<file path="src/rtl/sw_tlb_pkg.sv">
package sw_tlb_pkg;

  localparam int VPN2_W  = 19;
  localparam int ASID_W  = 8;
  localparam int PMASK_W = 16;
  localparam int PFN_W   = 20;
  localparam int LO_W    = PFN_W + 6;

  localparam logic [4:0] RA_INDEX  = 5'd0;
  localparam logic [4:0] RA_RANDOM = 5'd1;
  localparam logic [4:0] RA_LO0    = 5'd2;
  localparam logic [4:0] RA_LO1    = 5'd3;
  localparam logic [4:0] RA_PMASK  = 5'd5;
  localparam logic [4:0] RA_WIRED  = 5'd6;
  localparam logic [4:0] RA_HI     = 5'd10;

  typedef enum logic [1:0] {
    OP_WR_IDX = 2'd0,
    OP_WR_RND = 2'd1,
    OP_READ   = 2'd2,
    OP_PROBE  = 2'd3
  } op_e;

  typedef struct packed {
    logic [PFN_W-1:0] pfn;
    logic [2:0]       cattr;
    logic             dirty;
    logic             valid;
  } half_t;

  typedef struct packed {
    logic [VPN2_W-1:0]  vpn2;
    logic [ASID_W-1:0]  asid;
    logic [PMASK_W-1:0] pmask;
    logic               glob;
    half_t              even;
    half_t              odd;
  } ent_t;

  // Page-number comparison with the mask-covered bits left out.
  function automatic logic vpn_eq(input logic [VPN2_W-1:0] a,
                                  input logic [VPN2_W-1:0] b,
                                  input logic [PMASK_W-1:0] m);
    logic [VPN2_W-1:0] care;
    care = ~{{(VPN2_W-PMASK_W){1'b0}}, m};
    return ((a ^ b) & care) == '0;
  endfunction

  function automatic logic ent_match(input ent_t e,
                                     input logic [VPN2_W-1:0] v,
                                     input logic [ASID_W-1:0] asid);
    return vpn_eq(v, e.vpn2, e.pmask) && (e.glob || (e.asid == asid));
  endfunction

  // Bit that chooses the odd half: just above the page offset.
  function automatic logic odd_pick(input logic [31:0] va,
                                    input logic [PMASK_W-1:0] m);
    logic s;
    s = va[12];
    for (int i = 0; i < PMASK_W; i++)
      if (m[i]) s = va[13+i];
    return s;
  endfunction

  function automatic logic [31:0] offset_mask(input logic [PMASK_W-1:0] m);
    return {4'b0, m, 12'hFFF};
  endfunction

  function automatic logic [31:0] phys_addr(input logic [PFN_W-1:0] pfn,
                                            input logic [31:0] va,
                                            input logic [PMASK_W-1:0] m);
    logic [31:0] om;
    om = offset_mask(m);
    return ({pfn, 12'h000} & ~om) | (va & om);
  endfunction

endpackage

</file>
<file path="src/rtl/sw_tlb_first.sv">
module sw_tlb_first #(
  parameter int N = 16,
  parameter int W = 4
) (
  input  logic [N-1:0] vec,
  output logic         any,
  output logic [W-1:0] idx
);
  // Lowest set position wins.
  always_comb begin
    any = 1'b0;
    idx = '0;
    for (int i = N - 1; i >= 0; i--) begin
      if (vec[i]) begin
        any = 1'b1;
        idx = W'(i);
      end
    end
  end
endmodule

</file>
<file path="src/rtl/sw_tlb_regs.sv">
module sw_tlb_regs
  import sw_tlb_pkg::*;
#(
  parameter int NUM_ENT = 16,
  parameter int IDX_W   = 4
) (
  input  logic                 clk,
  input  logic                 rst_n,
  input  logic                 cfg_we,
  input  logic [4:0]           cfg_addr,
  input  logic [31:0]          cfg_wdata,
  output logic [31:0]          cfg_rdata,
  input  logic                 ld_entry,
  input  ent_t                 ld_data,
  input  logic                 pr_done,
  input  logic                 pr_hit,
  input  logic [IDX_W-1:0]     pr_idx,
  output logic                 index_p,
  output logic [IDX_W-1:0]     index_idx,
  output logic [IDX_W-1:0]     rnd_q,
  output logic [IDX_W-1:0]     wired_q,
  output logic                 wired_we,
  output logic [LO_W-1:0]      lo0_q,
  output logic [LO_W-1:0]      lo1_q,
  output logic [PMASK_W-1:0]   pmask_q,
  output logic [VPN2_W-1:0]    vpn2_q,
  output logic [ASID_W-1:0]    asid_q
);
  localparam logic [IDX_W-1:0] IDX_MAX = IDX_W'(NUM_ENT - 1);

  logic we_index, we_lo0, we_lo1, we_pmask, we_hi;
  logic unused_wdata;

  assign we_index = cfg_we && (cfg_addr == RA_INDEX);
  assign we_lo0   = cfg_we && (cfg_addr == RA_LO0);
  assign we_lo1   = cfg_we && (cfg_addr == RA_LO1);
  assign we_pmask = cfg_we && (cfg_addr == RA_PMASK);
  assign we_hi    = cfg_we && (cfg_addr == RA_HI);
  assign wired_we = cfg_we && (cfg_addr == RA_WIRED);
  assign unused_wdata = ^cfg_wdata;

  // Selector: probe result takes precedence over a software write.
  always_ff @(posedge clk or negedge rst_n) begin
    if (!rst_n) begin
      index_p   <= 1'b0;
      index_idx <= '0;
    end else if (pr_done) begin
      if (pr_hit) begin
        index_p   <= 1'b0;
        index_idx <= pr_idx;
      end else begin
        index_p   <= 1'b1;
      end
    end else if (we_index) begin
      index_p   <= 1'b0;
      index_idx <= cfg_wdata[IDX_W-1:0];
    end
  end

  // Reserved-entry boundary and the descending victim counter.
  always_ff @(posedge clk or negedge rst_n) begin
    if (!rst_n) begin
      wired_q <= '0;
      rnd_q   <= IDX_MAX;
    end else begin
      if (wired_we) wired_q <= cfg_wdata[IDX_W-1:0];
      if (wired_we || (rnd_q <= wired_q)) rnd_q <= IDX_MAX;
      else                                rnd_q <= rnd_q - 1'b1;
    end
  end

  // Staging registers: an entry load takes precedence over a software write.
  always_ff @(posedge clk or negedge rst_n) begin
    if (!rst_n) begin
      lo0_q   <= '0;
      lo1_q   <= '0;
      pmask_q <= '0;
      vpn2_q  <= '0;
      asid_q  <= '0;
    end else if (ld_entry) begin
      lo0_q   <= {ld_data.even, ld_data.glob};
      lo1_q   <= {ld_data.odd,  ld_data.glob};
      pmask_q <= ld_data.pmask;
      vpn2_q  <= ld_data.vpn2;
      asid_q  <= ld_data.asid;
    end else begin
      if (we_lo0)   lo0_q   <= cfg_wdata[LO_W-1:0];
      if (we_lo1)   lo1_q   <= cfg_wdata[LO_W-1:0];
      if (we_pmask) pmask_q <= cfg_wdata[13+PMASK_W-1:13];
      if (we_hi) begin
        vpn2_q <= cfg_wdata[31:32-VPN2_W];
        asid_q <= cfg_wdata[ASID_W-1:0];
      end
    end
  end

  always_comb begin
    case (cfg_addr)
      RA_INDEX:  cfg_rdata = {index_p, 31'(index_idx)};
      RA_RANDOM: cfg_rdata = 32'(rnd_q);
      RA_LO0:    cfg_rdata = 32'(lo0_q);
      RA_LO1:    cfg_rdata = 32'(lo1_q);
      RA_PMASK:  cfg_rdata = {3'b0, pmask_q, 13'b0};
      RA_WIRED:  cfg_rdata = 32'(wired_q);
      RA_HI:     cfg_rdata = {vpn2_q, 5'b0, asid_q};
      default:   cfg_rdata = 32'h0;
    endcase
  end
endmodule

</file>
<file path="src/rtl/sw_tlb_array.sv">
module sw_tlb_array
  import sw_tlb_pkg::*;
#(
  parameter int NUM_ENT   = 16,
  parameter int IDX_W     = 4,
  parameter bit LOOKUP_EN = 1'b1
) (
  input  logic                clk,
  input  logic                rst_n,
  input  logic                wr_en,
  input  logic [IDX_W-1:0]    wr_idx,
  input  ent_t                wr_data,
  input  logic [IDX_W-1:0]    rd_idx,
  output ent_t                rd_data,
  input  logic [VPN2_W-1:0]   pr_vpn2,
  input  logic [ASID_W-1:0]   cur_asid,
  output logic [NUM_ENT-1:0]  pr_match,
  input  logic [VPN2_W-1:0]   lk_vpn2,
  output logic [NUM_ENT-1:0]  lk_match,
  input  logic [IDX_W-1:0]    lk_idx,
  output ent_t                lk_data
);
  ent_t ents [NUM_ENT];

  for (genvar g = 0; g < NUM_ENT; g++) begin : g_ent
    ent_t ent_q;
    always_ff @(posedge clk or negedge rst_n) begin
      if (!rst_n)                                ent_q <= '0;
      else if (wr_en && (wr_idx == IDX_W'(g)))   ent_q <= wr_data;
    end
    assign ents[g]     = ent_q;
    assign pr_match[g] = ent_match(ent_q, pr_vpn2, cur_asid);
    if (LOOKUP_EN) begin : g_lk
      assign lk_match[g] = ent_match(ent_q, lk_vpn2, cur_asid);
    end else begin : g_nolk
      assign lk_match[g] = 1'b0;
    end
  end

  assign rd_data = ents[rd_idx];
  assign lk_data = ents[lk_idx];
endmodule

</file>
<file path="src/rtl/sw_tlb.sv">
module sw_tlb
  import sw_tlb_pkg::*;
#(
  parameter int NUM_ENT   = 16,
  parameter bit LOOKUP_EN = 1'b1
) (
  input  logic        clk,
  input  logic        rst_n,
  input  logic        cfg_we,
  input  logic [4:0]  cfg_addr,
  input  logic [31:0] cfg_wdata,
  output logic [31:0] cfg_rdata,
  input  logic        op_valid,
  input  logic [1:0]  op_kind,
  input  logic [31:0] lk_vaddr,
  output logic        lk_hit,
  output logic [31:0] lk_paddr,
  output logic        lk_dirty,
  output logic [2:0]  lk_cattr
);
  localparam int IDX_W = $clog2(NUM_ENT);

  op_e kind;
  logic ev_wr_idx, ev_wr_rand, ev_read, ev_probe, ev_probe_hit, ev_probe_miss;
  logic index_p, wired_we;
  logic [IDX_W-1:0] index_idx, rnd_q, wired_q, pr_idx, lk_idx, wr_idx;
  logic [LO_W-1:0] lo0_q, lo1_q;
  logic [PMASK_W-1:0] pmask_q;
  logic [VPN2_W-1:0] vpn2_q;
  logic [ASID_W-1:0] asid_q;
  logic [NUM_ENT-1:0] pr_match, lk_match;
  logic pr_any, lk_any, lk_odd;
  ent_t wr_data, rd_data, lk_data;
  half_t lk_half;

  // Operation events, named for the checker.
  assign kind          = op_e'(op_kind);
  assign ev_wr_idx     = op_valid && (kind == OP_WR_IDX);
  assign ev_wr_rand    = op_valid && (kind == OP_WR_RND);
  assign ev_read       = op_valid && (kind == OP_READ);
  assign ev_probe      = op_valid && (kind == OP_PROBE);
  assign ev_probe_hit  = ev_probe && pr_any;
  assign ev_probe_miss = ev_probe && !pr_any;

  assign wr_idx = ev_wr_rand ? rnd_q : index_idx;

  always_comb begin
    wr_data       = '0;
    wr_data.vpn2  = vpn2_q;
    wr_data.asid  = asid_q;
    wr_data.pmask = pmask_q;
    wr_data.glob  = lo0_q[0] & lo1_q[0];
    wr_data.even  = half_t'(lo0_q[LO_W-1:1]);
    wr_data.odd   = half_t'(lo1_q[LO_W-1:1]);
  end

  sw_tlb_regs #(.NUM_ENT(NUM_ENT), .IDX_W(IDX_W)) u_regs (
    .clk(clk), .rst_n(rst_n),
    .cfg_we(cfg_we), .cfg_addr(cfg_addr), .cfg_wdata(cfg_wdata),
    .cfg_rdata(cfg_rdata),
    .ld_entry(ev_read), .ld_data(rd_data),
    .pr_done(ev_probe), .pr_hit(pr_any), .pr_idx(pr_idx),
    .index_p(index_p), .index_idx(index_idx),
    .rnd_q(rnd_q), .wired_q(wired_q), .wired_we(wired_we),
    .lo0_q(lo0_q), .lo1_q(lo1_q), .pmask_q(pmask_q),
    .vpn2_q(vpn2_q), .asid_q(asid_q)
  );

  sw_tlb_array #(.NUM_ENT(NUM_ENT), .IDX_W(IDX_W), .LOOKUP_EN(LOOKUP_EN)) u_array (
    .clk(clk), .rst_n(rst_n),
    .wr_en(ev_wr_idx || ev_wr_rand), .wr_idx(wr_idx), .wr_data(wr_data),
    .rd_idx(index_idx), .rd_data(rd_data),
    .pr_vpn2(vpn2_q), .cur_asid(asid_q), .pr_match(pr_match),
    .lk_vpn2(lk_vaddr[31:32-VPN2_W]), .lk_match(lk_match),
    .lk_idx(lk_idx), .lk_data(lk_data)
  );

  sw_tlb_first #(.N(NUM_ENT), .W(IDX_W)) u_pr_first (
    .vec(pr_match), .any(pr_any), .idx(pr_idx)
  );

  sw_tlb_first #(.N(NUM_ENT), .W(IDX_W)) u_lk_first (
    .vec(lk_match), .any(lk_any), .idx(lk_idx)
  );

  // Lookup port: half selection and address assembly.
  assign lk_odd   = odd_pick(lk_vaddr, lk_data.pmask);
  assign lk_half  = lk_odd ? lk_data.odd : lk_data.even;
  assign lk_hit   = lk_any && lk_half.valid;
  assign lk_paddr = lk_hit ? phys_addr(lk_half.pfn, lk_vaddr, lk_data.pmask) : 32'h0;
  assign lk_dirty = lk_hit && lk_half.dirty;
  assign lk_cattr = lk_hit ? lk_half.cattr : 3'b000;
endmodule

</file>
<file path="config.mk">
export PLATFORM = sky130hd
export DESIGN_NAME = sw_tlb
export DESIGN_NICKNAME = d
export VERILOG_FILES = /design/src/rtl/sw_tlb_pkg.sv /design/src/rtl/sw_tlb_first.sv /design/src/rtl/sw_tlb_regs.sv /design/src/rtl/sw_tlb_array.sv /design/src/rtl/sw_tlb.sv
export SDC_FILE = /design/constraint.sdc
export NUM_CORES = 2
export LEC_CHECK = 0
export ABC_AREA = 0
export CORE_AREA = 5 5 565 567
export CTS_CLUSTER_DIAMETER = 150
export CTS_CLUSTER_SIZE = 16
export DETAILED_ROUTE_END_ITERATION = 10
export DIE_AREA = 0 0 570 572
export PLACE_DENSITY = 0.4
export SYNTH_ARGS = -nofsm -noshare
export SYNTH_HDL_FRONTEND = slang
export SYNTH_SLANG_ARGS = --single-unit
</file>
<file path="constraint.sdc">
create_clock -name clk -period 15.61 [get_ports clk]
set_input_delay 1.561 -clock clk [delete_from_list [all_inputs] [get_ports clk]]
set_output_delay 1.561 -clock clk [all_outputs]
set_load 0.005 [all_outputs]
</file>
* After elaboration in Yosys (flattened, before gate mapping)
Index checks and enable logic that the tools add are counted.
** Word-level totals
- Flip-flop bits (word level) :: 1612
- Bits in latches :: 0
- Memory bits (writable) :: 0
- Memory bits (read-only) :: 0
- Input bits :: 75
- Output and inout port bits :: 69
- Logic and storage cells :: 560
- Memories :: 0
** Operators by class
- Add/subtract/negate cells :: 1
- $mul :: 0
- Div/mod/pow operators :: 0
- $lt $le $gt $ge :: 3
- Equal/unequal tests :: 41
- Shift operators :: 0
- Mux-type cells :: 108
- Bitwise gates (word level) :: 87
- Reduce and logical (&&, ||, !) cells :: 119
** Operators by type and width (count)
- $bmux W94 S4 :: 2
- $and A19 B19 Y19 :: 32
- $logic_not A19 Y1 :: 32
- $xor A19 B19 Y19 :: 32
- $not A16 Y19 :: 16
- $pmux W32 S7 :: 1
- $mux W94 :: 2
- $mux W4 :: 37
- $mux W67 :: 2
- $eq A8 B8 Y1 :: 16
- $mux W26 :: 4
- $logic_and A1 B1 Y1 :: 60
- $mux W1 :: 51
- $mux W19 :: 2
- $and A32 B28 Y32 :: 1
- $and A32 B32 Y32 :: 1
- $eq A4 B4 Y1 const B :: 8
- $mux W16 :: 2
- $mux W32 :: 1
- $not A28 Y32 :: 1
- $or A32 B32 Y32 :: 1
- $mux W25 :: 1
- $logic_or A1 B1 Y1 :: 18
- $eq A4 B3 Y1 const B :: 4
- other kinds (21) :: 32

* Longest topological paths before layout
- Depth in word-level cells :: 44
- Mapped depth :: 25
- Mapped depth without buffers :: 17

* By module
From an unflattened synthesis, not the netlist that was laid out.
** Unflattened totals
- Cells, all modules :: 7104
- Area, all modules :: 94687.1 um^2
** By module, submodules not included
- sw_tlb_array :: instances 1, cells each 6137, area each 87118.6 um^2, sequential area each 37636.1 um^2
- sw_tlb_regs :: instances 1, cells each 679, area each 5863.1 um^2, sequential area each 2707.6 um^2
- sw_tlb :: instances 1, cells each 222, area each 1347.5 um^2, sequential area each 0.0 um^2
- sw_tlb_first :: instances 2, cells each 33, area each 178.9 um^2, sequential area each 0.0 um^2

* Worst setup path before layout
No wires, ideal clock.
- Path type :: input -> output
- Start point :: input lk_vaddr[19]
- End point :: output lk_paddr[12]
- Arrival :: 5.993 ns
- Required time :: 14.049 ns
- Path slack :: 8.056 ns
- Cell stages on the path :: 19
- Buffers on the path :: 4
- Path through :: buf_4 -> buf_8 -> xnor2_1 -> o22ai_1 -> nor4_1 -> and4b_1 -> o211ai_2 -> a2111o_1 -> nand2_1 -> buf_2 -> buf_2 -> mux4_2 -> a32oi_1 -> nand2_1 -> a311o_1 -> a2111o_1 -> o21a_4 -> or4_4 -> a311oi_2
** On the way
- Longest elaborated chain between the ends :: 44
- Elaborated cells between the ends (all ways) :: 123
- Classes of those cells :: mux: 53; bitwise: 37; reduce/logical: 33
** RTL lines
- from (decl) :: RTL line sw_tlb.sv:15 : input logic [31:0] lk_vaddr,
- $xor A19 B19 Y19 :: RTL line sw_tlb_pkg.sv:46 : return ((a ^ b) & care) == '0;
- $and A19 B19 Y19 :: RTL line sw_tlb_pkg.sv:46
- $logic_not A19 Y1 :: RTL line sw_tlb_pkg.sv:46
- $logic_and A1 B1 Y1 :: RTL line sw_tlb_pkg.sv:52 : return vpn_eq(v, e.vpn2, e.pmask) && (e.glob || (e.asid == asid));
- $mux W4 (16 in a row) :: RTL line sw_tlb_first.sv:14 : if (vec[i]) begin
- $not A4 Y5 (implied by the code) :: RTL line sw_tlb_array.sv:41 : assign lk_data = ents[lk_idx];
- $bmux W94 S4 :: RTL line sw_tlb_array.sv:41
- $mux W67 (implied by the code) (2 in a row) :: RTL line sw_tlb_array.sv:41
- $mux W1 (16 in a row) :: RTL line sw_tlb_pkg.sv:61 : if (m[i]) s = va[13+i];
- $mux W25 :: RTL line sw_tlb.sv:88 : assign lk_half = lk_odd ? lk_data.odd : lk_data.even;
- $and A32 B32 Y32 :: RTL line sw_tlb_pkg.sv:74 : return ({pfn, 12'h000} & ~om) | (va & om);
- $or A32 B32 Y32 :: RTL line sw_tlb_pkg.sv:74
- $mux W32 (*) :: RTL line sw_tlb.sv:90 : assign lk_paddr = lk_hit ? phys_addr(lk_half.pfn, lk_vaddr, lk_data.pmask) : 32'h0;
- to (decl) :: RTL line sw_tlb.sv:17 : output logic [31:0] lk_paddr,
Mark *: on every way between the ends. The rest lies on a longest branch, timed or not. The select of a mux whose other input is x is not followed.

* Final worst setup path
- Start point :: input lk_vaddr[20]
- End point :: output lk_paddr[18]
Same word-level chain as after synthesis.

==> results.json <==
{
  "outcome": "completed",
  "hp-class": "reg2reg",
  "clock-sinks": 1612,
  "crit_type": "in2out",
  "grt_use_met1_pct": 36.37,
  "coreArea_um2": 313700,
  "netlist_instances": 7941,
  "p_leak_uw": 0.04231,
  "drive_gt1_share_pct": 31.54,
  "setup_viol": 0,
  "ctsHoldBuffers": 0,
  "finalNetCount": 7759,
  "ant_nets": 0,
  "root_buffer": "clkbuf_16",
  "grt_busiest_layer": "met2",
  "ctsResizeCount": 0,
  "async_flop_share_pct": 100.0,
  "synth_area_um2": 93580,
  "slowest_delay_ns": 1.09,
  "vias_per_cell": 5.907,
  "clk_latency_ns": 0.91,
  "cts_tree": "done",
  "final_hold_viol_count": 0,
  "postCtsSetupBuffers": 0,
  "cts_max_level": 3,
  "wl_um": 448700,
  "antenna_found_initial": 38,
  "final.min_clock_period_ns": 12.86,
  "die_height_um": 572,
  "dr.first_iter.drc_count": 6873,
  "synth_common_cells": "1608 x dfrtp_1, 1514 x mux2_2, 909 x nand2_1",
  "critPathSlowestCell": "clkdlybuf4s50_1",
  "crit_path_max_fanout": 133,
  "fp.dieArea_um2": 326000,
  "finalCritPeriodShare_pct": 82.38,
  "fmax_mhz": 77.77,
  "worstMarginPinSlew_ns": 1.302,
  "synth-seq-cells": 1612,
  "ys.flop_type": "dfrtp_1",
  "worst_hold_slack_ns": 0.4690,
  "startpoint_type": "input port",
  "use_met3_pct": 3.984,
  "clock_skew_ns": 0.06302,
  "final_core_util_pct": 32.61,
  "avgSynthCellArea_um2": 11.78,
  "yosysWarnings": 0,
  "route.detailed.drc": 0,
  "synthTopCellsByArea": "dfrtp_1 43%, mux2_2 18%, mux4_2 12%",
  "dr_total_vias": 70130,
  "cp_data_arrival_time_ns": 11.30,
  "cts_buffers": 116,
  "yosysTopAreaCell": "dfrtp_1",
  "grt_pass1_wl_um": 619200,
  "dp_hpwl_um": 294000,
  "max_cap_violations": 0,
  "area_growth_pct": 9.315,
  "synth_edf_count": 0,
  "path_clk_slew_ns": 0.08,
  "portBuffers": 143,
  "grt_pass1_vias": 69930,
  "place.gp.congestion": 1.047,
  "path_common_cell": "buf_4",
  "grt_max_degree": 177,
  "yosysMostFrequentCell": "dfrtp_1",
  "irDropWorstVdd_v": 0.0001024,
  "ys_seq_area_share_pct": 43.11,
  "synth_top_area_share_pct": 43.00,
  "synth_nets": 8021,
  "p_per_area_nw_per_um2": 195.4,
  "num_rows": 206,
  "cts_buffer_depth": 4,
  "wl_per_cell_um": 37.79,
  "die_w_um": 570,
  "pin_count": 144,
  "use_met2_pct": 42.90,
  "dr.pass1.iters": 6,
  "setup_tns_ns": 0,
  "floorplan.initialDensity_pct": 29.83,
  "grt_remaining_overflow": 0,
  "max-slew-margin-rel_pct": 12.46,
  "rsz0062_at_grt": "no",
  "crit_chain": "clkdlybuf4s50_1, buf_4, xnor2_1, o22ai_1, nor4_1, nand4_1, o211ai_1, a21oi_1, nor2_4, buf_12, buf_4, buf_4, nand2_1, nand3_1, nand2_1, o211ai_1, o21ai_0, buf_4, a21oi_1, o21ai_4, a211oi_1, clkdlybuf4s50_1",
  "cp-end-kind": "output port",
  "slew_violations": 0,
  "grt_usage_pct": 26.91,
  "worstPathRequired_ns": 14.05,
  "ys_types": 102
}
[worst max-delay path, delay by kind of cell]
family	cells	cell delay, ns
AO/OA/AOI/OAI	8	2.44
XOR/XNOR	1	0.14
buffers and inverters	7	4.55
AND/OR/NAND/NOR	6	2.33
[metrics by stage]
step / power (uW) / area, um2 / setup slack [ns] / cells
2_1_floorplan: 13080 / 93580 / 8.056 / 7941
3_3_place_gp: 16780 / 99180 / 2.894 / 11720
3_5_place_dp: 16890 / 99180 / 2.817 / 11720
4_1_cts: 19920 / 102300 / 2.811 / 11870
5_1_grt: 20770 / 102300 / 2.630 / 11870
6_report: 19990 / 102300 / 2.751 / 11870
[routing by layer]
metal,up-vias,wire [um]
met4,28,24060
li1,28430,-
met3,753,27880
met2,2944,205600
met5,-,214
met1,37970,190900
[path summary, 6_finish.rpt]
kind | start | to | slack [ns] | cells past startpoint
worst min register to register | u_regs.rnd_q[0] | u_regs.rnd_q[0] | 0.47 | 1
worst min-delay path | u_regs.rnd_q[0] | u_regs.rnd_q[0] | 0.47 | 1
max in group asynchronous | rst_n | u_regs.vpn2_q[12] | 11.66 | 4
min in group asynchronous | rst_n | u_array.ents[726] | 0.67 | 1
worst max register to register | u_regs.index_idx[0] | u_array.ents[977] | 10.37 | 8
worst max-delay path | lk_vaddr[20] | lk_paddr[18] | 2.75 | 22
[power by group]
group | switching (uW) | internal, uW
Clock | 1620 | 1360
Combinational | 4000 | 4120
Sequential | 2940 | 5960
Total | 8560 | 11400
[cells in the final DEF, fill, tap and decap left out, types with 29 or more instances in the layout]
cell / count
dfrtp_1: 1594
nor3_1: 44
nand3_1: 535
a311oi_1: 39
o22ai_1: 261
o21ai_0: 105
a31oi_1: 40
mux4_2: 488
mux2i_1: 133
mux2_2: 1514
and3_1: 60
clkbuf_16: 118
nor4_1: 47
nor2_1: 161
clkdlybuf4s50_1: 142
a21oi_1: 107
nand4_1: 47
inv_1: 33
xor2_1: 60
xnor2_1: 678
buf_4: 188
nand2_1: 902
a211oi_1: 29
[kinds of logic (layout without fill, tap and decap cells)]
family | Yosys count | count (layout) | synth area share (%)
adders and majority gates | 5 | 5 | 0.06685
other | 0 | 6 | 0
and+or+nand+nor | 1906 | 1906 | 9.287
xor gates and xnor gates | 738 | 738 | 6.907
buffers and inverters | 768 | 534 | 3.564
AOI/OAI and AO/OA | 773 | 773 | 5.585
DFF | 1612 | 1612 | 43.11
muxes | 2139 | 2139 | 31.48
[registers in the layout (all words and copies together), names as in the netlist]
register,count
u_regs.index_idx,4
u_regs.vpn2_q,19
u_regs.index_p,1
u_regs.asid_q,8
u_regs.lo1_q,26
u_regs.wired_q,4
u_regs.rnd_q,4
u_array.ents,1504
u_regs.lo0_q,26
u_regs.pmask_q,16
[final cells by class]
| class | instances | area [um2] |
|---|---|---|
| Antenna cell | 6 | 15.01 |
| Clock buffer | 141 | 3049 |
| Clock inverter | 5 | 58.81 |
| Fill cell | 31260 | 211400 |
| Inverter | 35 | 138.9 |
| Multi-Input combinational cell | 5561 | 50160 |
| Sequential cell | 1612 | 40370 |
| Tap cell | 4160 | 5205 |
| Timing Repair Buffer | 353 | 3301 |
Note: power is estimated with default switching activity, not from simulation.
